<file path="src/rtl/cvs_pkg.sv">
`timescale 1ns/1ps
package cvs_pkg;
  localparam int unsigned DEF_FRAMES = 16;

  typedef enum logic [1:0] {
    SCAN_IDLE = 2'd0,
    SCAN_SKIP = 2'd1,
    SCAN_PICK = 2'd2
  } scan_act_e;
endpackage

</file>
<file path="src/rtl/cvs_ref_bits.sv">
`timescale 1ns/1ps
module cvs_ref_bits #(
  parameter int unsigned N  = 16,
  parameter int unsigned IW = 4
) (
  input  logic          clk,
  input  logic          rst_n,
  input  logic          acc_valid,
  input  logic [IW-1:0] acc_frame,
  input  logic          pick_en,
  input  logic          clr_en,
  input  logic [IW-1:0] hand,
  output logic [N-1:0]  bits
);
  for (genvar g = 0; g < N; g++) begin : g_bit
    logic hit_acc, hit_hand;
    assign hit_acc  = acc_valid && (acc_frame == IW'(g));
    assign hit_hand = (hand == IW'(g));

    always_ff @(posedge clk or negedge rst_n) begin
      if (!rst_n)
        bits[g] <= 1'b0;
      else if (hit_acc || (pick_en && hit_hand))
        bits[g] <= 1'b1;
      else if (clr_en && hit_hand)
        bits[g] <= 1'b0;
    end
  end
endmodule

</file>
<file path="src/rtl/cvs_hand.sv">
`timescale 1ns/1ps
module cvs_hand #(
  parameter int unsigned N  = 16,
  parameter int unsigned IW = 4
) (
  input  logic          clk,
  input  logic          rst_n,
  input  logic          adv,
  output logic [IW-1:0] hand
);
  localparam logic [IW-1:0] LAST = IW'(N - 1);

  logic [IW-1:0] hand_nxt;
  assign hand_nxt = (hand == LAST) ? '0 : hand + IW'(1);

  always_ff @(posedge clk or negedge rst_n) begin
    if (!rst_n)   hand <= '0;
    else if (adv) hand <= hand_nxt;
  end
endmodule

</file>
<file path="src/rtl/cvs_scan.sv">
`timescale 1ns/1ps
module cvs_scan
  import cvs_pkg::*;
#(
  parameter int unsigned N  = 16,
  parameter int unsigned IW = 4
) (
  input  logic          req_valid,
  input  logic          gnt_busy,
  input  logic [N-1:0]  bits,
  input  logic [IW-1:0] hand,
  input  logic          acc_valid,
  input  logic [IW-1:0] acc_frame,
  output scan_act_e     act,
  output logic          clr_en
);
  logic active, acc_on_hand, seen_used;

  assign active      = req_valid && !gnt_busy;
  assign acc_on_hand = acc_valid && (acc_frame == hand);
  assign seen_used   = bits[hand] || acc_on_hand;

  always_comb begin
    act = SCAN_IDLE;
    if (active) act = seen_used ? SCAN_SKIP : SCAN_PICK;
  end

  // a same-cycle access to the examined frame keeps its bit
  assign clr_en = (act == SCAN_SKIP) && !acc_on_hand;
endmodule

</file>
<file path="src/rtl/clock_victim_sel.sv">
`timescale 1ns/1ps
module clock_victim_sel
  import cvs_pkg::*;
#(
  parameter int unsigned N  = DEF_FRAMES,
  parameter int unsigned IW = (N > 1) ? $clog2(N) : 1
) (
  input  logic          clk,
  input  logic          rst_n,
  input  logic          acc_valid,
  input  logic [IW-1:0] acc_frame,
  input  logic          req_valid,
  output logic          gnt_valid,
  output logic [IW-1:0] gnt_frame
);
  logic [N-1:0]  ref_bits;
  logic [IW-1:0] hand;
  scan_act_e     act;
  logic          clr_en, pick_en, adv;

  assign pick_en = (act == SCAN_PICK);
  assign adv     = (act != SCAN_IDLE);

  cvs_scan #(.N(N), .IW(IW)) u_scan (
    .req_valid (req_valid),
    .gnt_busy  (gnt_valid),
    .bits      (ref_bits),
    .hand      (hand),
    .acc_valid (acc_valid),
    .acc_frame (acc_frame),
    .act       (act),
    .clr_en    (clr_en)
  );

  cvs_ref_bits #(.N(N), .IW(IW)) u_bits (
    .clk       (clk),
    .rst_n     (rst_n),
    .acc_valid (acc_valid),
    .acc_frame (acc_frame),
    .pick_en   (pick_en),
    .clr_en    (clr_en),
    .hand      (hand),
    .bits      (ref_bits)
  );

  cvs_hand #(.N(N), .IW(IW)) u_hand (
    .clk   (clk),
    .rst_n (rst_n),
    .adv   (adv),
    .hand  (hand)
  );

  always_ff @(posedge clk or negedge rst_n) begin
    if (!rst_n) begin
      gnt_valid <= 1'b0;
      gnt_frame <= '0;
    end else begin
      gnt_valid <= pick_en;
      if (pick_en) gnt_frame <= hand;
    end
  end
endmodule

</file>
<file path="config.mk">
export PLATFORM = sky130hd
export DESIGN_NAME = clock_victim_sel
export DESIGN_NICKNAME = d
export VERILOG_FILES = /design/src/rtl/cvs_pkg.sv /design/src/rtl/cvs_ref_bits.sv /design/src/rtl/cvs_hand.sv /design/src/rtl/cvs_scan.sv /design/src/rtl/clock_victim_sel.sv
export SDC_FILE = /design/constraint.sdc
export NUM_CORES = 1
export LEC_CHECK = 0
export BUFFER_PORTS_ARGS = -buffer_cell sky130_fd_sc_hd__buf_2
export CORE_MARGIN = 3
export CORE_UTILIZATION = 40
export CTS_CLUSTER_SIZE = 20
export DETAILED_ROUTE_END_ITERATION = 7
export PLACE_DENSITY = 0.69
export SYNTH_ARGS = -nofsm -noshare
export SYNTH_HDL_FRONTEND = slang
export SYNTH_SLANG_ARGS = --single-unit
</file>
<file path="constraint.sdc">
create_clock -name clk -period 2.05 [get_ports clk]
set_input_delay 0.41 -clock clk [delete_from_list [all_inputs] [get_ports clk]]
set_output_delay 0.41 -clock clk [all_outputs]
set_load 0.05 [all_outputs]
</file>
* Yosys cells after proc, flatten, opt, wreduce, memory -nomap -nowiden *
Cells that the tools add are included.

storage, ports and cells
  word-level logic and storage cells = 180
  output and inout bits = 5
  register bits after elaboration = 25

cells by class
  reduce and logical (&&, ||, !) cells = 89
  eq/ne operators = 33
  multiplexer cells = 37
  order comparisons = 1
  add/subtract/negate cells = 1

operators by type and width
  operator                                                                       number
  4-bit == test (second input constant)                                          16
  1-bit logical AND                                                              51
  2-bit nonzero test                                                             17
  1-bit two-way mux                                                              33
  4-bit by 3-bit == test with 1-bit output (second input constant)               8
  1-bit logical OR                                                               17
  4-bit by 2-bit == test with 1-bit output (second input constant)               4
  4-bit by 1-bit == test with 1-bit output (second input constant)               2
  4-bit zero test                                                                2
  4-bit by 5-bit less-than comparator with 1-bit output (second input constant)  1
  4-bit by 1-bit adder with 4-bit output (second input constant)                 1
  1-bit binary-select mux with 4-bit select                                      1
  4-bit == test                                                                  1
  2-bit two-way mux                                                              2
  4-bit two-way mux                                                              1
  2-bit by 1-bit == test with 1-bit output (second input constant)               1
  2-bit == test (second input constant)                                          1
  1-bit zero test                                                                2

* Logic depth before layout (Yosys ltp) *
  depth in word-level cells = 10
  mapped depth = 7
  mapped depth without buffers = 5

* Hierarchy *
From an unflattened synthesis, not the netlist that was laid out.

unflattened totals
  cell total of the unflattened synthesis = 121
  area total of the unflattened synthesis = 1377.6 µm²

by module, submodules not included
  module            cells an instance  area each (µm²)  instances
  cvs_ref_bits      69                 758.2            1
  cvs_scan          23                 230.2            1
  clock_victim_sel  12                 209.0            1
  cvs_hand          17                 180.2            1

* Worst setup path after synthesis *
No wires, ideal clock.

  path type = register to register
  from = reg u_hand.hand[0]
  to = reg gnt_frame[0]
  period minus slack after synthesis = 2021 ps
  data required time = 1925 ps
  library setup time = 125 ps
  data arrival time = 1895 ps
  buffers on the path = 2
  path slack = 29 ps
  cell stages (with the launch flop) = 8
  cell sequence = dfrtp_1 -> buf_6 -> mux4_2 -> mux2i_1 -> mux2_4 -> and3_1 -> buf_4 -> mux2_4

between the ends
  cells in the longest elaborated chain, start to end = 6

ends and longest elaborated chain
  element                                                                              line                            source
  start: declaration                                                                   cvs_hand.sv:9                   output logic [IW-1:0] hand
  start signal: assignment                                                             cvs_hand.sv:18                  else if (adv) hand <= hand_nxt;
  1-bit binary-select mux with 4-bit select / 4-bit == test (equally long branches)    cvs_scan.sv:21, cvs_scan.sv:20
  1-bit two-way mux (not written as such) / 1-bit logical AND (equally long branches)  cvs_scan.sv:21, cvs_scan.sv:20
  1-bit logical OR (*)                                                                 cvs_scan.sv:21                  assign seen_used = bits[hand] || acc_on_hand;
  2-bit two-way mux (*) (2 in a row)                                                   cvs_scan.sv:25                  if (active) act = seen_used ? SCAN_SKIP : SCAN_PICK;
  2-bit == test (*)                                                                    clock_victim_sel.sv:21          assign pick_en = (act == SCAN_PICK);
  via pick_en                                                                          clock_victim_sel.sv:19          logic clr_en, pick_en, adv;
  end signal: assignment                                                               clock_victim_sel.sv:59          if (pick_en) gnt_frame <= hand;
  end: declaration                                                                     clock_victim_sel.sv:14          output logic [IW-1:0] gnt_frame

Mark *: on every way through the listed nets, which the timed path passes. The rest lies on a longest branch. The select of a mux whose other input is x is not followed.
A chain may end at the register's enable or synchronous reset.

* Worst setup path after layout *
  from = reg u_hand.hand[0]
  to = reg u_bits.bits[10]

between the ends
  cells in the longest elaborated chain, start to end = 9

ends and longest elaborated chain
  element                                                                              line                                    source
  1-bit binary-select mux with 4-bit select / 4-bit == test (equally long branches)    cvs_scan.sv:21, cvs_scan.sv:20
  1-bit two-way mux (not written as such) / 1-bit logical AND (equally long branches)  cvs_scan.sv:21, cvs_scan.sv:20
  1-bit logical OR                                                                     cvs_scan.sv:21
  2-bit two-way mux (2 in a row)                                                       cvs_scan.sv:25
  2-bit == test / 2-bit by 1-bit == test with 1-bit output (equally long branches)     clock_victim_sel.sv:21, cvs_scan.sv:29
  1-bit logical AND (on tied branches)                                                 cvs_ref_bits.sv:23, cvs_scan.sv:29
  1-bit logical OR / 1-bit logical AND (equally long branches)                         cvs_ref_bits.sv:23, cvs_ref_bits.sv:25
  1-bit two-way mux / 2-bit nonzero test (equally long branches)                       -
  end signal: indexed assignment                                                       cvs_ref_bits.sv:22                      bits[g] <= 1'b0;
  end signal: indexed assignment                                                       cvs_ref_bits.sv:24                      bits[g] <= 1'b1;
  end signal: indexed assignment                                                       cvs_ref_bits.sv:26                      bits[g] <= 1'b0;
  end: declaration                                                                     cvs_ref_bits.sv:13                      output logic [N-1:0] bits

Several ways; a longest one is shown, not always the timed one. The select of a mux whose other input is x is not followed.

==> flow_summary.toml <==
[outcome]
status = "complete, no violations"

[die]
rows = 21
dieArea_um2 = 4540
initial_utilization_pct = 43.5
die_h_um = 67.4
coreArea_um2 = 3470
chipWidth_um = 67.4
ios = 13

[finish]
finish.utilization_pct = 48.8
fin_nets = 168
syn2layout_area_growth_pct = 12.2
drive_gt1_share_pct = 25.2
final_area_um2 = 1690
antenna_cells = 0
num-fill-cells = 333

[synthesis]
netlist_area_um2 = 1510
syn_inst = 139
yosysWarnings = 0
yosysTopAreaCell = "dfrtp_1"
ys_types = 28
yosysSeqAreaShare_pct = 41.5
async_reset_ff_share_pct = 100
syn_nets = 151
synth_edf_count = 0
synth_flop_cell = "dfrtp_1"
yosysMostFrequentCell = "dfrtp_1"
synthTopCellsByCount = "dfrtp_1 (25), o21ai_0 (18), mux2i_1 (15)"
yosys.area.top_type_share_pct = 41.5
ys_ff_latch = 25
yosys-top-cells-area = "dfrtp_1 (41%), mux2i_1 (10%), o211ai_1 (7.0%), o21ai_0 (6.0%), mux4_2 (6.0%)"
syn_avg_cell_area_um2 = 10.8

[setup_path]
crit_fanout = 17
end_kind = "flip-flop"
start_kind = "flip-flop"
critPathRequiredTime_ns = 2.20
worstSetupPathType = "reg -> reg"
worstPathArrival_ns = 2.16

[drt]
wl_per_cell_um = 17.2
dr.pass1.iters = 4
vias_per_cell = 5.77
vias = 1160
drtIter0Drc = 68
ant_nets = 0
drcViolationCount = 0
wl_mm = 3.45

[sta]
fin_skew_ns = 0.00523
slew_headroom_pct = 63.2
max_clock_freq_mhz = 500
timing_hold_violations_final = 0
finalCritPeriodShare_pct = 97.6
worst_pin_slew_ns = 0.552
rsz0062_at_grt = "true"
fin_crit_ns = 2.00
final-setup-viol-count = 0
finalSetupTns_ns = 0
slew_viol_final = 0

[clock_network]
cts_tree = "built"
clk-insertion-delay-late_ns = 0.27
cts.sinks = 25
cts_buffers = 3
cts-htree-levels = 1
cts_max_path_buffers = 2
ctsHoldBuffers = 0
post_cts_buffers = 0
cts.repair.resized = 2
path_clk_slew_ns = 0.09
cts-root-buf = "clkbuf_8"

[global_routing]
grt_overflow_total = 0
grt_pass1_vias = 1150
track_usage_pct = 17.4
antenna_found_initial = 0
grt_max_degree = 26
grt_first_pass_wirelength_mm = 5.91

[place]
hpwl_mm = 2.63
place_congestion = 0.901
io_buffers = 12
dpl-instance-area_um2 = 1640

[hold_path]
hold_path_class = "in -> async"

[power]
powerDensity_nw_per_um2 = 1610
leakagePower_uw = 0.000761
ir_drop_mv = 0.820

[job]
drv_cap = 0
[layer usage]
layer / wire length (µm) / share of wire, % / GRT usage, %
met5: 0 / 0 / 0
met4: 18 / 0.52 / 3.04
met3: 197 / 5.7 / 3.16
met2: 1560 / 45 / 27.7
met1: 1680 / 49 / 25.1
[placed cells by master (no fill, tap or decap), types with 2 or more instances in the layout]
cell	instances
nor2_1	3
buf_4	9
or2_2	2
nand2b_1	4
o211ai_1	14
mux2_4	5
mux4_2	4
clkbuf_8	3
dfrtp_1	24
o21ai_0	18
nand3_1	5
inv_1	3
mux2i_1	15
a221o_1	2
ha_1	4
nand4b_1	2
nand2_1	8
nand3b_1	3
buf_2	12
xnor2_1	5
[worst max-delay path, stage by stage, from the launching register on]
cell	delay [ns]
dfrtp_2	0.48
mux4_2	0.35
mux2i_1	0.07
mux2_4	0.27
buf_4	0.19
and3_1	0.17
a221o_1	0.35
[power breakdown]
| part | total (µW) | switching, µW | internal (µW) |
|---|---|---|---|
| combinational | 1530 | 837 | 690 |
| sequential | 904 | 186 | 718 |
| clock | 292 | 156 | 136 |
| total | 2720 | 1180 | 1540 |
[final timing paths]
kind                            slack [ns]  cells after the start                          end                       start
worst max-delay path                  0.05                      6  u_bits.bits[10]$_DFFE_PN0P_  u_hand.hand[0]$_DFFE_PN0P_
worst min-delay path                  0.12                      1   u_bits.bits[0]$_DFFE_PN0P_                       rst_n
worst max register to register        0.05                      6  u_bits.bits[10]$_DFFE_PN0P_  u_hand.hand[0]$_DFFE_PN0P_
worst min register to register        0.51                      2   u_bits.bits[2]$_DFFE_PN0P_  u_bits.bits[2]$_DFFE_PN0P_
max in group asynchronous             1.53                      1   u_hand.hand[0]$_DFFE_PN0P_                       rst_n
min in group clk                      0.51                      2   u_bits.bits[2]$_DFFE_PN0P_  u_bits.bits[2]$_DFFE_PN0P_
[through the flow]
step | total power, µW | std cells | setup WS [ns] | hold WS [ns]
after floorplan | 2040 | 139 | 0.0295 | 0.114
after global placement | 2380 | 197 | -0.00811 | 0.428
after detailed placement | 2430 | 197 | -0.0843 | 0.433
after CTS | 2730 | 201 | 0.0532 | 0.135
after global routing | 2940 | 201 | -0.0391 | 0.153
final | 2720 | 201 | 0.0483 | 0.115
[area by class of cell]
| class | instances | area (µm²) | area share [%] |
|---|---|---|---|
| Sequential cell | 25 | 627 | 37.1 |
| Tap cell | 46 | 57.6 | 3.40 |
| Inverter | 3 | 11.3 | 0.666 |
| Clock inverter | 1 | 5.00 | 0.296 |
| Timing Repair Buffer | 21 | 128 | 7.54 |
| Clock buffer | 3 | 41.3 | 2.44 |
| Multi-Input combinational cell | 102 | 822 | 48.6 |
[logic make-up (layout without fill, tap and decap cells)]
group           Yosys count  count (layout)  synth area share, %
buf+inv                  12              28                 4.07
compound gates           36              36                 15.2
xor+xnor                  5               5                 2.90
mux                      24              24                 20.9
simple gates             33              33                 12.1
flops                    25              25                 41.5
fa+ha+maj                 4               4                 3.32
[registers in the layout, summed over array words and instances, names as in the netlist]
name / cells
gnt_frame: 4
u_hand.hand: 4
gnt_valid: 1
u_bits.bits: 16
(Power assumes the default switching activity.)
